[src/rtl/phy_regport_pkg.sv]
package phy_regport_pkg;

  localparam int PA_W   = 6;
  localparam int PD_W   = 8;
  localparam int HREG_W = 32;

  // host register field positions
  localparam int ADDR_LSB  = 0;
  localparam int WDATA_LSB = 8;
  localparam int RDATA_LSB = 16;
  localparam int WREQ_BIT  = 24;
  localparam int RREQ_BIT  = 25;
  localparam int ACK_BIT   = 26;

  // implemented PHY address map: one low run and one high run
  localparam int LOW_RUN   = 9;
  localparam int HIGH_BASE = 11;
  localparam int HIGH_RUN  = 3;
  localparam int NUM_SLOTS = LOW_RUN + HIGH_RUN;

  localparam logic [PA_W-1:0] LOW_END  = PA_W'(LOW_RUN);
  localparam logic [PA_W-1:0] HIGH_LO  = PA_W'(HIGH_BASE);
  localparam logic [PA_W-1:0] HIGH_END = PA_W'(HIGH_BASE + HIGH_RUN);

  typedef enum logic [1:0] {
    PS_IDLE = 2'd0,
    PS_WAIT = 2'd1,
    PS_DONE = 2'd2
  } port_state_e;

  function automatic logic [PA_W-1:0] slot_to_addr(input int s);
    if (s < LOW_RUN) return PA_W'(s);
    return PA_W'(HIGH_BASE + s - LOW_RUN);
  endfunction

  function automatic logic addr_hit(input logic [PA_W-1:0] a);
    return (a < LOW_END) || ((a >= HIGH_LO) && (a < HIGH_END));
  endfunction

  function automatic logic [HREG_W-1:0] pack_view(
    input logic [PA_W-1:0] addr,
    input logic [PD_W-1:0] wdata,
    input logic [PD_W-1:0] rdata,
    input logic            wreq,
    input logic            rreq,
    input logic            ack
  );
    logic [HREG_W-1:0] v;
    v = '0;
    v[ADDR_LSB  +: PA_W] = addr;
    v[WDATA_LSB +: PD_W] = wdata;
    v[RDATA_LSB +: PD_W] = rdata;
    v[WREQ_BIT]          = wreq;
    v[RREQ_BIT]          = rreq;
    v[ACK_BIT]           = ack;
    return v;
  endfunction

endpackage

[src/rtl/regport_hostreg.sv]
module regport_hostreg
  import phy_regport_pkg::*;
(
  input  logic              clk,
  input  logic              rst_n,
  input  logic              host_we,
  input  logic [HREG_W-1:0] host_wdata,
  input  logic              rd_load,
  input  logic [PD_W-1:0]   rd_value,
  input  logic              ack,
  output logic [HREG_W-1:0] host_rdata,
  output logic [PA_W-1:0]   req_addr,
  output logic [PD_W-1:0]   req_wdata,
  output logic              req_wr,
  output logic              req_rd
);

  logic [PD_W-1:0] rdata_q;

  always_ff @(posedge clk) begin
    if (!rst_n) begin
      req_addr  <= '0;
      req_wdata <= '0;
      req_wr    <= 1'b0;
      req_rd    <= 1'b0;
    end else if (host_we) begin
      req_addr  <= host_wdata[ADDR_LSB  +: PA_W];
      req_wdata <= host_wdata[WDATA_LSB +: PD_W];
      req_wr    <= host_wdata[WREQ_BIT];
      req_rd    <= host_wdata[RREQ_BIT];
    end
  end

  always_ff @(posedge clk) begin
    if (!rst_n)       rdata_q <= '0;
    else if (rd_load) rdata_q <= rd_value;
  end

  assign host_rdata = pack_view(req_addr, req_wdata, rdata_q, req_wr, req_rd, ack);

endmodule

[src/rtl/regport_seq.sv]
module regport_seq
  import phy_regport_pkg::*;
#(
  parameter int ACK_LAT = 3
) (
  input  logic            clk,
  input  logic            rst_n,
  input  logic            req_wr,
  input  logic            req_rd,
  input  logic [PA_W-1:0] req_addr,
  input  logic [PD_W-1:0] req_wdata,
  output logic            ack,
  output logic            phy_stb,
  output logic            phy_we,
  output logic            rd_load,
  output logic [PA_W-1:0] phy_addr,
  output logic [PD_W-1:0] phy_wdata
);

  localparam int CNT_W = (ACK_LAT < 2) ? 1 : $clog2(ACK_LAT);
  localparam logic [CNT_W-1:0] CNT_LAST = CNT_W'(ACK_LAT - 1);

  port_state_e      state_q;
  logic [CNT_W-1:0] cnt_q;
  logic             op_wr_q;
  logic [PA_W-1:0]  op_addr_q;
  logic [PD_W-1:0]  op_data_q;
  logic             ack_q;

  logic req_any, start, release_w;

  assign req_any   = req_wr | req_rd;
  assign start     = (state_q == PS_IDLE) && req_any;
  assign phy_stb   = (state_q == PS_WAIT) && (cnt_q == CNT_LAST);
  assign release_w = (state_q == PS_DONE) && !req_any;

  always_ff @(posedge clk) begin
    if (!rst_n) begin
      state_q   <= PS_IDLE;
      cnt_q     <= '0;
      op_wr_q   <= 1'b0;
      op_addr_q <= '0;
      op_data_q <= '0;
      ack_q     <= 1'b0;
    end else begin
      unique case (state_q)
        PS_IDLE: if (start) begin
          state_q   <= PS_WAIT;
          cnt_q     <= '0;
          op_wr_q   <= req_wr;   // write wins when both are set
          op_addr_q <= req_addr;
          op_data_q <= req_wdata;
        end
        PS_WAIT: begin
          if (phy_stb) begin
            state_q <= PS_DONE;
            ack_q   <= 1'b1;
          end else begin
            cnt_q <= cnt_q + 1'b1;
          end
        end
        PS_DONE: if (release_w) begin
          state_q <= PS_IDLE;
          ack_q   <= 1'b0;
        end
        default: state_q <= PS_IDLE;
      endcase
    end
  end

  assign ack       = ack_q;
  assign phy_we    = phy_stb &  op_wr_q;
  assign rd_load   = phy_stb & ~op_wr_q;
  assign phy_addr  = op_addr_q;
  assign phy_wdata = op_data_q;


  ack_hold_chk: assert property (@(posedge clk) disable iff (!rst_n)
    (ack && (req_wr || req_rd)) |=> ack);


  ack_drop_chk: assert property (@(posedge clk) disable iff (!rst_n)
    (ack && !req_wr && !req_rd) |=> !ack);


  ack_rise_chk: assert property (@(posedge clk) disable iff (!rst_n)
    $rose(ack) |-> $past(phy_stb));


  no_start_acked_chk: assert property (@(posedge clk) disable iff (!rst_n)
    ack |-> !phy_stb);

endmodule

[src/rtl/regport_dlyfile.sv]
module regport_dlyfile
  import phy_regport_pkg::*;
(
  input  logic                      clk,
  input  logic                      rst_n,
  input  logic                      we,
  input  logic [PA_W-1:0]           addr,
  input  logic [PD_W-1:0]           wdata,
  output logic [PD_W-1:0]           rdata,
  output logic [NUM_SLOTS*PD_W-1:0] dly_flat
);

  logic [PD_W-1:0] slot_q [NUM_SLOTS];

  always_ff @(posedge clk) begin
    if (!rst_n) begin
      for (int s = 0; s < NUM_SLOTS; s++) slot_q[s] <= '0;
    end else if (we) begin
      for (int s = 0; s < NUM_SLOTS; s++)
        if (addr == slot_to_addr(s)) slot_q[s] <= wdata;
    end
  end

  always_comb begin
    rdata = '0;
    for (int s = 0; s < NUM_SLOTS; s++)
      if (addr == slot_to_addr(s)) rdata = slot_q[s];
  end

  for (genvar g = 0; g < NUM_SLOTS; g++) begin : g_flat
    assign dly_flat[g*PD_W +: PD_W] = slot_q[g];
  end


  gap_write_chk: assert property (@(posedge clk) disable iff (!rst_n)
    (we && !addr_hit(addr)) |=> $stable(dly_flat));


  gap_read_zero_chk: assert property (@(posedge clk) disable iff (!rst_n)
    !addr_hit(addr) |-> (rdata == '0));

endmodule

[src/rtl/phy_regport.sv]
module phy_regport
  import phy_regport_pkg::*;
#(
  parameter int ACK_LAT = 3
) (
  input  logic                      clk,
  input  logic                      rst_n,
  input  logic                      host_we,
  input  logic [31:0]               host_wdata,
  output logic [31:0]               host_rdata,
  output logic [NUM_SLOTS*PD_W-1:0] dly_flat
);

  logic            req_wr, req_rd, ack_w, phy_stb_w, phy_we_w, rd_load_w;
  logic [PA_W-1:0] req_addr, phy_addr;
  logic [PD_W-1:0] req_wdata, phy_wdata, phy_rdata;

  regport_hostreg u_host (
    .clk        (clk),
    .rst_n      (rst_n),
    .host_we    (host_we),
    .host_wdata (host_wdata),
    .rd_load    (rd_load_w),
    .rd_value   (phy_rdata),
    .ack        (ack_w),
    .host_rdata (host_rdata),
    .req_addr   (req_addr),
    .req_wdata  (req_wdata),
    .req_wr     (req_wr),
    .req_rd     (req_rd)
  );

  regport_seq #(.ACK_LAT(ACK_LAT)) u_seq (
    .clk       (clk),
    .rst_n     (rst_n),
    .req_wr    (req_wr),
    .req_rd    (req_rd),
    .req_addr  (req_addr),
    .req_wdata (req_wdata),
    .ack       (ack_w),
    .phy_stb   (phy_stb_w),
    .phy_we    (phy_we_w),
    .rd_load   (rd_load_w),
    .phy_addr  (phy_addr),
    .phy_wdata (phy_wdata)
  );

  regport_dlyfile u_file (
    .clk      (clk),
    .rst_n    (rst_n),
    .we       (phy_we_w),
    .addr     (phy_addr),
    .wdata    (phy_wdata),
    .rdata    (phy_rdata),
    .dly_flat (dly_flat)
  );


  rd_capture_chk: assert property (@(posedge clk) disable iff (!rst_n)
    rd_load_w |=> (host_rdata[RDATA_LSB +: PD_W] == $past(phy_rdata)));


  write_wins_chk: assert property (@(posedge clk) disable iff (!rst_n)
    phy_we_w |=> $stable(host_rdata[RDATA_LSB +: PD_W]));

endmodule

[config.mk]
export PLATFORM = sky130hd
export DESIGN_NAME = phy_regport
export DESIGN_NICKNAME = d
export VERILOG_FILES = /design/src/rtl/phy_regport_pkg.sv /design/src/rtl/regport_hostreg.sv /design/src/rtl/regport_seq.sv /design/src/rtl/regport_dlyfile.sv /design/src/rtl/phy_regport.sv
export SDC_FILE = /design/constraint.sdc
export NUM_CORES = 1
export LEC_CHECK = 0
export BUFFER_PORTS_ARGS = -buffer_cell sky130_fd_sc_hd__buf_2
export CORE_MARGIN = 2
export CORE_UTILIZATION = 54
export CTS_BUF_LIST = sky130_fd_sc_hd__clkbuf_8
export CTS_CLUSTER_DIAMETER = 150
export CTS_CLUSTER_SIZE = 30
export DETAILED_ROUTE_END_ITERATION = 16
export GPL_TIMING_DRIVEN = 0
export PLACE_DENSITY = 0.92
export SETUP_SLACK_MARGIN = 0.3
export SLEW_MARGIN = 20
export SYNTH_ARGS = -nofsm -noshare
export SYNTH_HDL_FRONTEND = slang
export SYNTH_SLANG_ARGS = --single-unit
[constraint.sdc]
create_clock -name clk -period 2.3 [get_ports clk]
set_clock_uncertainty 0.1 [all_clocks]
set_input_delay 0.115 -clock clk [delete_from_list [all_inputs] [get_ports clk]]
set_output_delay 0.115 -clock clk [all_outputs]
set_load 0.02 [all_outputs]
# --- Word level (Yosys, flattened, before mapping) ---
# Memories as Yosys holds them, arrays and structs flattened.
# Index checks and enable logic that the tools add are counted.
word_totals:
  regBits: 44
  latch_bits: 0
  ram_bits: 96
  mem_bits_ro: 0
  inputBits: 35
  out_inout_bits: 128
  elab_cells: 180
  memories: 1
mem_list:
  columns: ["name", "depth", "word_bits", "read_ports", "rd_clocked_by_memory_dff", "wr", "line_no", "source"]
  rows:
  - ["u_file.slot_q", 12, 8, 12, 0, 12, "regport_dlyfile.sv:13", "logic [PD_W-1:0] slot_q [NUM_SLOTS];"]
op_classes:
  n_addsub: 1
  n_mul: 0
  div_mod_pow: 0
  order_cmp: 0
  eq_ne: 27
  shifts: 0
  muxes: 112
  bitwise_logic: 16
  reduce_logical: 12
ops:
  columns: ["op", "count"]
  rows:
  - ["two-way mux 8 bit", 24]
  - ["two-way mux 6 bit", 18]
  - ["equality test 6 bit", 9]
  - ["two-way mux 1 bit", 53]
  - ["equality test 6 x 3 -> 1 bit (second input constant)", 4]
  - ["equality test 6 x 4 -> 1 bit (second input constant)", 4]
  - ["two-way mux 2 bit", 10]
  - ["OR 1 bit", 13]
  - ["equality test 6 x 2 -> 1 bit (second input constant)", 2]
  - ["AND reduction 3 bit", 3]
  - ["two-way mux 4 bit", 2]
  - ["equality test 6 x 1 -> 1 bit (second input constant)", 1]
  - ["logical NOT 6 bit", 1]
  - ["two-way mux 3 bit", 2]
  - ["!= test 2 x 1 -> 1 bit (second input constant)", 3]
  - ["one-hot mux 2 bit (3 select lines)", 1]
  - ["equality test 2 bit (second input constant)", 2]
  - ["one-hot mux 2 bit (2 select lines)", 1]
  - ["nonzero test 2 bit", 2]
  - ["logical AND 1 bit", 3]
  - ["adder 2 x 1 -> 2 bit (second input constant)", 1]
  - ["AND 1 bit", 2]
  - ["equality test 2 x 1 -> 1 bit (second input constant)", 1]
  - ["logical NOT 2 bit", 1]
  - ["other kinds (5)", 5]

# --- Longest topological paths before layout ---
# Gate-level depths: netlist of the first run.
logic_depth:
  depth_word: 14
  mapped_depth: 8
  ltp_nobuf: 7

# --- Cells and area by module ---
# Synthesis of the first run repeated with hierarchy kept, for this count alone.
hier_totals:
  hier_cells: 569
  area_unflattened_um2: 6381.1
by_module_without_submodules:
  columns: ["mod", "n_inst", "cells_each", "area_each_um2", "seq_area_each_um2"]
  rows:
  - ["regport_dlyfile", 1, 362, 4339.2, 2882.8]
  - ["regport_hostreg", 1, 102, 1101.1, 480.5]
  - ["regport_seq", 1, 105, 940.9, 400.4]

# --- Least setup slack after synthesis of the first run ---
# OpenSTA, ideal clock, no wires.
synth_path:
  path_type: "register to register"
  start: "register u_seq.op_addr_q[5] (netlist: u_seq.phy_addr[5])"
  end: "memory u_file.slot_q[10][0] (netlist: u_file.slot_q[0][80]), enable pin"
  setup_ns: 0.384
  arrival_time_ns: 1.641
  required_ns: 1.816
  slack_ns: 0.175
  path_stages_with_launch: 5
  n_path_buf: 1
  period_less_slack_ns: 2.125
  cell_sequence: "dfxtp_1 buf_2 nor4b_2 nand2_1 o21ai_0"
synth_lines:
  columns: ["item", "line_no", "source"]
  rows:
  - ["start: declaration", "regport_seq.sv:26", "logic [PA_W-1:0] op_addr_q;"]
  - ["start signal: assignment", "regport_seq.sv:51", "op_addr_q <= req_addr;"]
  - ["end: declaration", "regport_dlyfile.sv:13", null]

# --- Worst setup path in the final report of the first run ---
layout_path:
  start: "register u_seq.op_addr_q[3] (netlist: u_seq.phy_addr[3])"
  end: "register u_host.rdata_q[7]"
layout_via:
  elab_chain_len: 13
  elab_cells_between_ends: 24
  classes_between: "11 x eq/ne; 12 x mux; 1 x reduce/logical"
layout_rtl:
  columns: ["item", "line_no", "source"]
  rows:
  - ["logical NOT 6 bit", "regport_dlyfile.sv:27", "if (addr == slot_to_addr(s)) rdata = slot_q[s];"]
  - ["two-way mux 8 bit (11 in series)", "regport_dlyfile.sv:27", null]
  - ["two-way mux 8 bit *", "regport_dlyfile.sv:27", null]
  - ["end signal: assignment", "regport_hostreg.sv:36", "else if (rd_load) rdata_q <= rd_value;"]
  - ["end: declaration", "regport_hostreg.sv:18", "logic [PD_W-1:0] rdata_q;"]
# Every way passes the cells marked *; elsewhere a longest branch is shown, timed or not.
# A chain may end at the register's enable or synchronous reset.

==> results of run 1 <==
[repair_timing]
| item | CTS | global route |
|---|---|---|
| gates cloned | 0 | 0 |
| setup buffers | 16 | 8 |
| hold endpoints to repair | 16 | 0 |
| endpoints found under the setup margin | 184 | 161 |
| hold buffers | 16 | 0 |
| pin swaps | 6 | 13 |
| gates resized for setup | 56 | 43 |
[cells in the mapped netlist (3+ instances only)]
| cell type | instances | share of area (%) |
|---|---|---|
| or3_1 | 3 | 0.31 |
| mux4_2 | 4 | 1.5 |
| nor2_1 | 113 | 7.0 |
| edfxtp_1 | 96 | 47 |
| ha_1 | 4 | 0.82 |
| clkbuf_1 | 26 | 1.6 |
| nand2b_1 | 3 | 0.31 |
| a221oi_1 | 10 | 1.4 |
| a21oi_1 | 24 | 2.0 |
| inv_1 | 20 | 1.2 |
| dfxtp_1 | 44 | 14 |
| and2_1 | 4 | 0.41 |
| buf_4 | 11 | 1.4 |
| nand3b_1 | 3 | 0.37 |
| buf_2 | 8 | 0.66 |
| mux2i_1 | 22 | 3.6 |
| a21o_1 | 3 | 0.37 |
| nor2b_1 | 5 | 0.51 |
| a22oi_1 | 9 | 1.1 |
| o21ai_0 | 7 | 0.58 |
| nor4b_2 | 3 | 0.74 |
| nand3_1 | 5 | 0.41 |
| a222oi_1 | 4 | 0.66 |
| and3_1 | 3 | 0.31 |
| nand2_1 | 72 | 4.4 |
[tightest hold or removal path, stage by stage]
cell and delay, ns:
clkbuf_1 0.22, mux2i_1 0.18, nor2_1 0.07
[stage by stage]
step	worst slack, ns	instances	power (mW)	instance area [sq um]	hold WS (ns)
finish	0.0791	906	5.92	8190	0.0614
global route	0.0746	906	6.04	8190	0.0800
CTS	0.0971	898	5.81	7940	0.0459
detailed placement	-0.306	834	3.46	6970	0.258
global placement	-0.243	834	3.44	6970	0.247
floorplan	0.301	557	3.27	6110	0.162
[layer usage]
layer	vias up	GRT usage, %	routed length (um)
met4	0	17.8	1080
met5	-	0	0
met2	519	52.9	9710
li1	2341	-	-
met1	2630	38.9	6680
met3	116	9.70	2700
[cell type report]
| cell class | count | area share [%] |
|---|---|---|
| clock buffers | 18 | 3.02 |
| flip-flops and latches | 140 | 46.0 |
| inverters | 20 | 0.916 |
| repair buffers | 177 | 13.4 |
| multi-input cells | 350 | 28.2 |
| well taps | 140 | 2.14 |
| plain buffers | 47 | 3.48 |
| clock inverters | 14 | 2.78 |
[registers in the layout (all words and copies together) (netlist names)]
name,cells
u_seq.ack,1
u_file.slot_q,96
u_seq.phy_addr,6
u_seq.op_wr_q,1
u_seq.cnt_q,2
u_host.req_addr,6
u_seq.phy_wdata,8
u_host.req_rd,1
u_host.req_wdata,8
u_host.req_wr,1
u_host.rdata_q,8
u_seq.state_q,2
[power groups by stage]
stage	clock network (mW)	registers, mW	logic [mW]
after detailed placement	0	2.91	0.557
after global routing	2.47	2.86	0.704
after global placement	0	2.90	0.540
after floorplan	0	2.99	0.284
final	2.39	2.86	0.665
after CTS	2.35	2.85	0.614
[cell families (layout without fill, tap and decap cells)]
| family | count (synthesis) | in the layout | synth area share (%) |
|---|---|---|---|
| compound gates | 86 | 86 | 10.0 |
| fa+ha+maj | 4 | 4 | 0.824 |
| buf+inv | 67 | 276 | 5.11 |
| flops | 140 | 140 | 61.9 |
| mux | 26 | 26 | 5.11 |
| other cells | 1 | 7 | 0.0617 |
| simple gates | 227 | 227 | 16.9 |
[worst paths after layout]
check,startpoint,end,slack (ns),cells past startpoint
worst max register to register,u_seq.phy_addr[3],u_host.rdata_q[7],0.08,8
worst min-delay path,host_we,u_host.req_wdata[7],0.06,3
worst min register to register,u_seq.phy_wdata[6],u_seq.phy_wdata[6],0.37,2
worst max-delay path,u_seq.phy_addr[3],u_host.rdata_q[7],0.08,8
==> metrics.cfg, run 1 <==
[cts]
path_clk_slew_ns = 0.08
insertion_delay_ns = 0.46
clock_path_buffers = 2
cts_made_buffers = 17
tritoncts = yes
h-tree-depth = 4
cts_sinks = 140
cts_root_buf = clkbuf_8

[placement]
io_buffers = 137
gp_congestion = 0.956
dp_hpwl_um = 12600

[sta]
hold_viol = 0
fmax_mhz = 450
setup-violations-final = 0
rsz0062_at_grt = yes
fin_crit_sh_pct = 96.6
slew_headroom_pct = 49.3
fin_setup_tns_ns = 0
worst_slew_pin_slew_ns = 0.761
drv_slew = 0
period_minus_slack_ns = 2.22

[floorplanning]
rows = 38
pin_count = 163
die_w_um = 110
die_h_um = 110
core_area_sq_mm = 0.0109
floorplan.initialDensity_pct = 55.8
die-area_sq_mm = 0.0121

[global_routing]
grt_pass1_vias = 5326
grt_max_degree = 17
grt_first_pass_wirelength_um = 28600
grt_antenna_before_repair = 0
grt_use_total_pct = 32.6
grt-ovfl-total = 0

[worst_setup_path]
crit_type = flip-flop to flip-flop
timing.critical_path.buf_inv = 3
cpMaxStageDelayCell = a221oi_2
crit_top_cell = buf_6
end_kind = flip-flop
cp.arrival_ns = 2.46
critical_path.top_delay_family = compound AO/OA/AOI/OAI gates
crit_path_max_incr_delay_ns = 0.39
cp_max_fo = 3
crit_required_ns = 2.54
cp_cell_sequence = or2_1 > buf_6 > buf_6 > nor4_4 > buf_4 > a22oi_2 > a221oi_2 > o21ai_1
crit_path_start_kind = flip-flop

[route]
wl_per_cell_um = 22.3
vias_per_cell = 6.19
drc = 0
dr.pass1.iters = 6
antenna_left = 0
wl_um = 20200
drtIter0Drc = 915
vias = 5606

[worst_hold_path]
hp-class = input pin to flip-flop

[final_layout]
seq_area_sq_mm = 0.00377
multiInputGateArea_sq_mm = 0.00231
n_antenna_cell = 0
areaGrowthSynthToFinish_pct = 34.8
mostFrequentLayoutCell = buf_2
num-fill-cells = 635
fin_util_pct = 75.2
layout.nets = 792
final_cell_mix = buf_2, nor2_1, edfxtp_1
drive_gt1_share_pct = 35.9

[power_and_ir_drop]
pwr-share-comb_pct = 11.2
ir_drop_uv = 453
intPower_mw = 4.44
power_frac_seq_pct = 48.3
p_sw_mw = 1.48
power.density_mw_per_mm2 = 722
leakage_nw = 3.41
swShare_pct = 25.0
pwr-share-clk_pct = 40.5

[yosys]
synth-main-ff-cell = edfxtp_1
syn_area_per_cell_sq_um = 11.0
ys_ff_latch = 140
syn-cell-area_sq_mm = 0.00608
ys_warn_count = 0
async_flop_share_pct = 0
synth_edf_count = 96
yosysUniqueCellTypes = 52
ys_seq_area_share_pct = 61.9
syn_inst = 551

[run]
drv_cap = 0

[run_status]
outcome = complete, no violations

(Power assumes the default switching activity.)
==> inputs of run 2 (changes only) <==
==> constraint.sdc (replaced) <==
create_clock -name clk -period 2.5 [get_ports clk]
set_clock_uncertainty 0.1 [all_clocks]
set_input_delay 0.125 -clock clk [delete_from_list [all_inputs] [get_ports clk]]
set_output_delay 0.125 -clock clk [all_outputs]
set_load 0.02 [all_outputs]
==> run 2 against run 1 <==
  * Clock power down 19%
  * Critical path depth shrank 4
  * Die area is the same
  * Design area fell by 5.4%
  * Highest routed layer unchanged
  * Critical path type is now input pin to flip-flop
  * Non-clock buffer count down 16
  * Critical endpoint is now u_file.slot_q[0][59]
  * Hold slack improved by 0.014 ns
  * First-iteration DRC count is 35% lower
  * Global-route usage fell by 1.7 points
==> metrics.cfg, run 2 (synthesis results as in run 1) <==
[worst_hold_path]
hold_path.startpoint = host_we
hp-class = input pin to flip-flop

[worst_setup_path]
rr_worst_depth = 5
timing.critical_path.buf_inv = 3
crit_top_cell = clkbuf_1
end_kind = flip-flop
startpoint = rst_n
crit_type = input pin to flip-flop
rrSetupSlack_ns = 0.26
r2r_start = u_seq.phy_addr[1]
crit_required_ns = 2.50
critical_path.top_delay_family = buffers and inverters
cp_cell_sequence = clkbuf_1 > clkbuf_1 > buf_1 > nand2_1
cp_max_fo = 10
cpMaxStageDelayCell = buf_1
endpoint = u_file.slot_q[0][59]
crit_path_start_kind = input pin
cp.arrival_ns = 2.27
crit_path_max_incr_delay_ns = 0.73
r2r_end = u_host.rdata_q[0]
crit_cells = 4

[power_and_ir_drop]
swShare_pct = 26.7
power_frac_seq_pct = 51.3
power.density_mw_per_mm2 = 662
leakage_nw = 3.22
intPower_mw = 3.76
ir_drop_uv = 528
power_mw = 5.13
pwr-share-comb_pct = 11.0
p_sw_mw = 1.37
pwr-share-clk_pct = 37.7

[final_layout]
n_antenna_cell = 0
layout.nets = 776
areaGrowthSynthToFinish_pct = 27.5
drive_gt1_share_pct = 32.0
largest_reg_flops = 96
final_cell_mix = buf_2, nor2_1, edfxtp_1
mostFrequentLayoutCell = buf_2
largest_register = u_file.slot_q

[sta]
drv_slew = 0
fin_crit_sh_pct = 90.9
hold_viol = 0
rsz0062_at_grt = yes
worst_slack_ns = 0.226
worst_slew_pin_slew_ns = 0.877
fin_setup_tns_ns = 0
fmax_mhz = 440
period_minus_slack_ns = 2.27
slew_headroom_pct = 41.5
setup-violations-final = 0

[placement]
io_buffers = 137
dp_hpwl_um = 12600
dp_slack_ns = -0.109
gp_congestion = 0.931

[global_routing]
grt-ovfl-total = 0
grt_first_pass_wirelength_um = 27200
grt_max_degree = 17
grt_antenna_before_repair = 0
grt_use_total_pct = 30.9
grt_pass1_vias = 5253

[cts]
tritoncts = yes
h-tree-depth = 4
cts_root_buf = clkbuf_8
clock_path_buffers = 2
path_clk_slew_ns = 0.08
cts_made_buffers = 17
insertion_delay_ns = 0.45
cts_sinks = 140

[floorplanning]
die_h_um = 110
core_area_sq_mm = 0.0109
rows = 38
die_w_um = 110
pin_count = 163
floorplan.initialDensity_pct = 55.8
die-area_sq_mm = 0.0121

[route]
wl_um = 18400
vias_per_cell = 6.00
wl_per_cell_um = 20.6
dr.pass1.iters = 8
antenna_left = 0
drtIter0Drc = 597
vias = 5338
drc = 0

[run]
drv_cap = 0

[run_status]
outcome = complete, no violations

==> run 2: cell types whose count changed in the layout (fill, tap and decap cells not counted), moves of 3 or more <==
cell,previous run,this run
buf_2,139,144
buf_6,11,1
nor2_2,6,0
buf_12,3,0
nor2_1,107,113
bufinv_16,6,3
nand2_1,56,59
clkbuf_4,6,1
nand2_8,3,0
a22oi_2,5,0
a22oi_1,4,9
buf_4,26,21
inv_6,0,5
==> run 2: layer usage <==
layer  track usage, %  routed length, um  up-vias  part of all wire, %
met2             51.1               8950      434                   49
met3             10.6               2290       62                   12
li1                 -                  -     2303                    -
met4             14.7                622        0                  3.4
met1             36.0               6490     2539                   35
met5                0                  0        -                    0
==> run 2: timing repair <==
action	in CTS	in global routing
buffers inserted	5	3
pin swaps	3	0
hold buffers	16	0
endpoints found under the hold margin	16	0
setup endpoints to repair	110	101
gates resized for setup	30	16
==> run 2: tightest hold or removal path: cells and delay by family <==
family | cells | cell delay, ns
and+or+nand+nor | 1 | 0.08
muxes | 1 | 0.17
buffers and inverters | 1 | 0.21
==> run 2: area by class of cell <==
cell class,instances,area (sq um)
clock buffers,17,234
multi-input cells,350,2160
fillers,705,3140
clock inverters,15,184
plain buffers,47,251
flip-flops and latches,140,3770
repair buffers,161,906
inverters,20,75.1
well taps,140,175
==> run 2: worst min path at each step <==
| stage | end | cells after the start |
|---|---|---|
| after floorplan | u_host.req_addr[0] | 2 |
| after global placement | u_host.req_addr[2] | 3 |
| after detailed placement | u_host.req_wdata[7] | 3 |
| after CTS | u_host.req_wdata[7] | 3 |
| after global routing | u_host.req_wdata[5] | 3 |
| final | u_host.req_wdata[5] | 3 |
==> run 2: power by group through the flow <==
| stage | registers [mW] | clock network [mW] | logic (mW) |
|---|---|---|---|
| 2_1_floorplan | 2.75 | 0 | 0.260 |
| 3_3_place_gp | 2.67 | 0 | 0.496 |
| 3_5_place_dp | 2.68 | 0 | 0.513 |
| 4_1_cts | 2.63 | 1.92 | 0.544 |
| 5_1_grt | 2.64 | 2.02 | 0.605 |
| 6_report | 2.63 | 1.93 | 0.567 |
==> run 2: through the flow <==
stage	cell area (sq um)	util, %	instances	hold slack (ns)
4_1_cts	7670	70.4	887	0.0507
3_3_place_gp	6960	63.9	834	0.256
3_5_place_dp	6960	63.9	834	0.273
6_report	7750	71.2	890	0.0749
2_1_floorplan	6100	-	557	0.172
5_1_grt	7750	71.2	890	0.0878
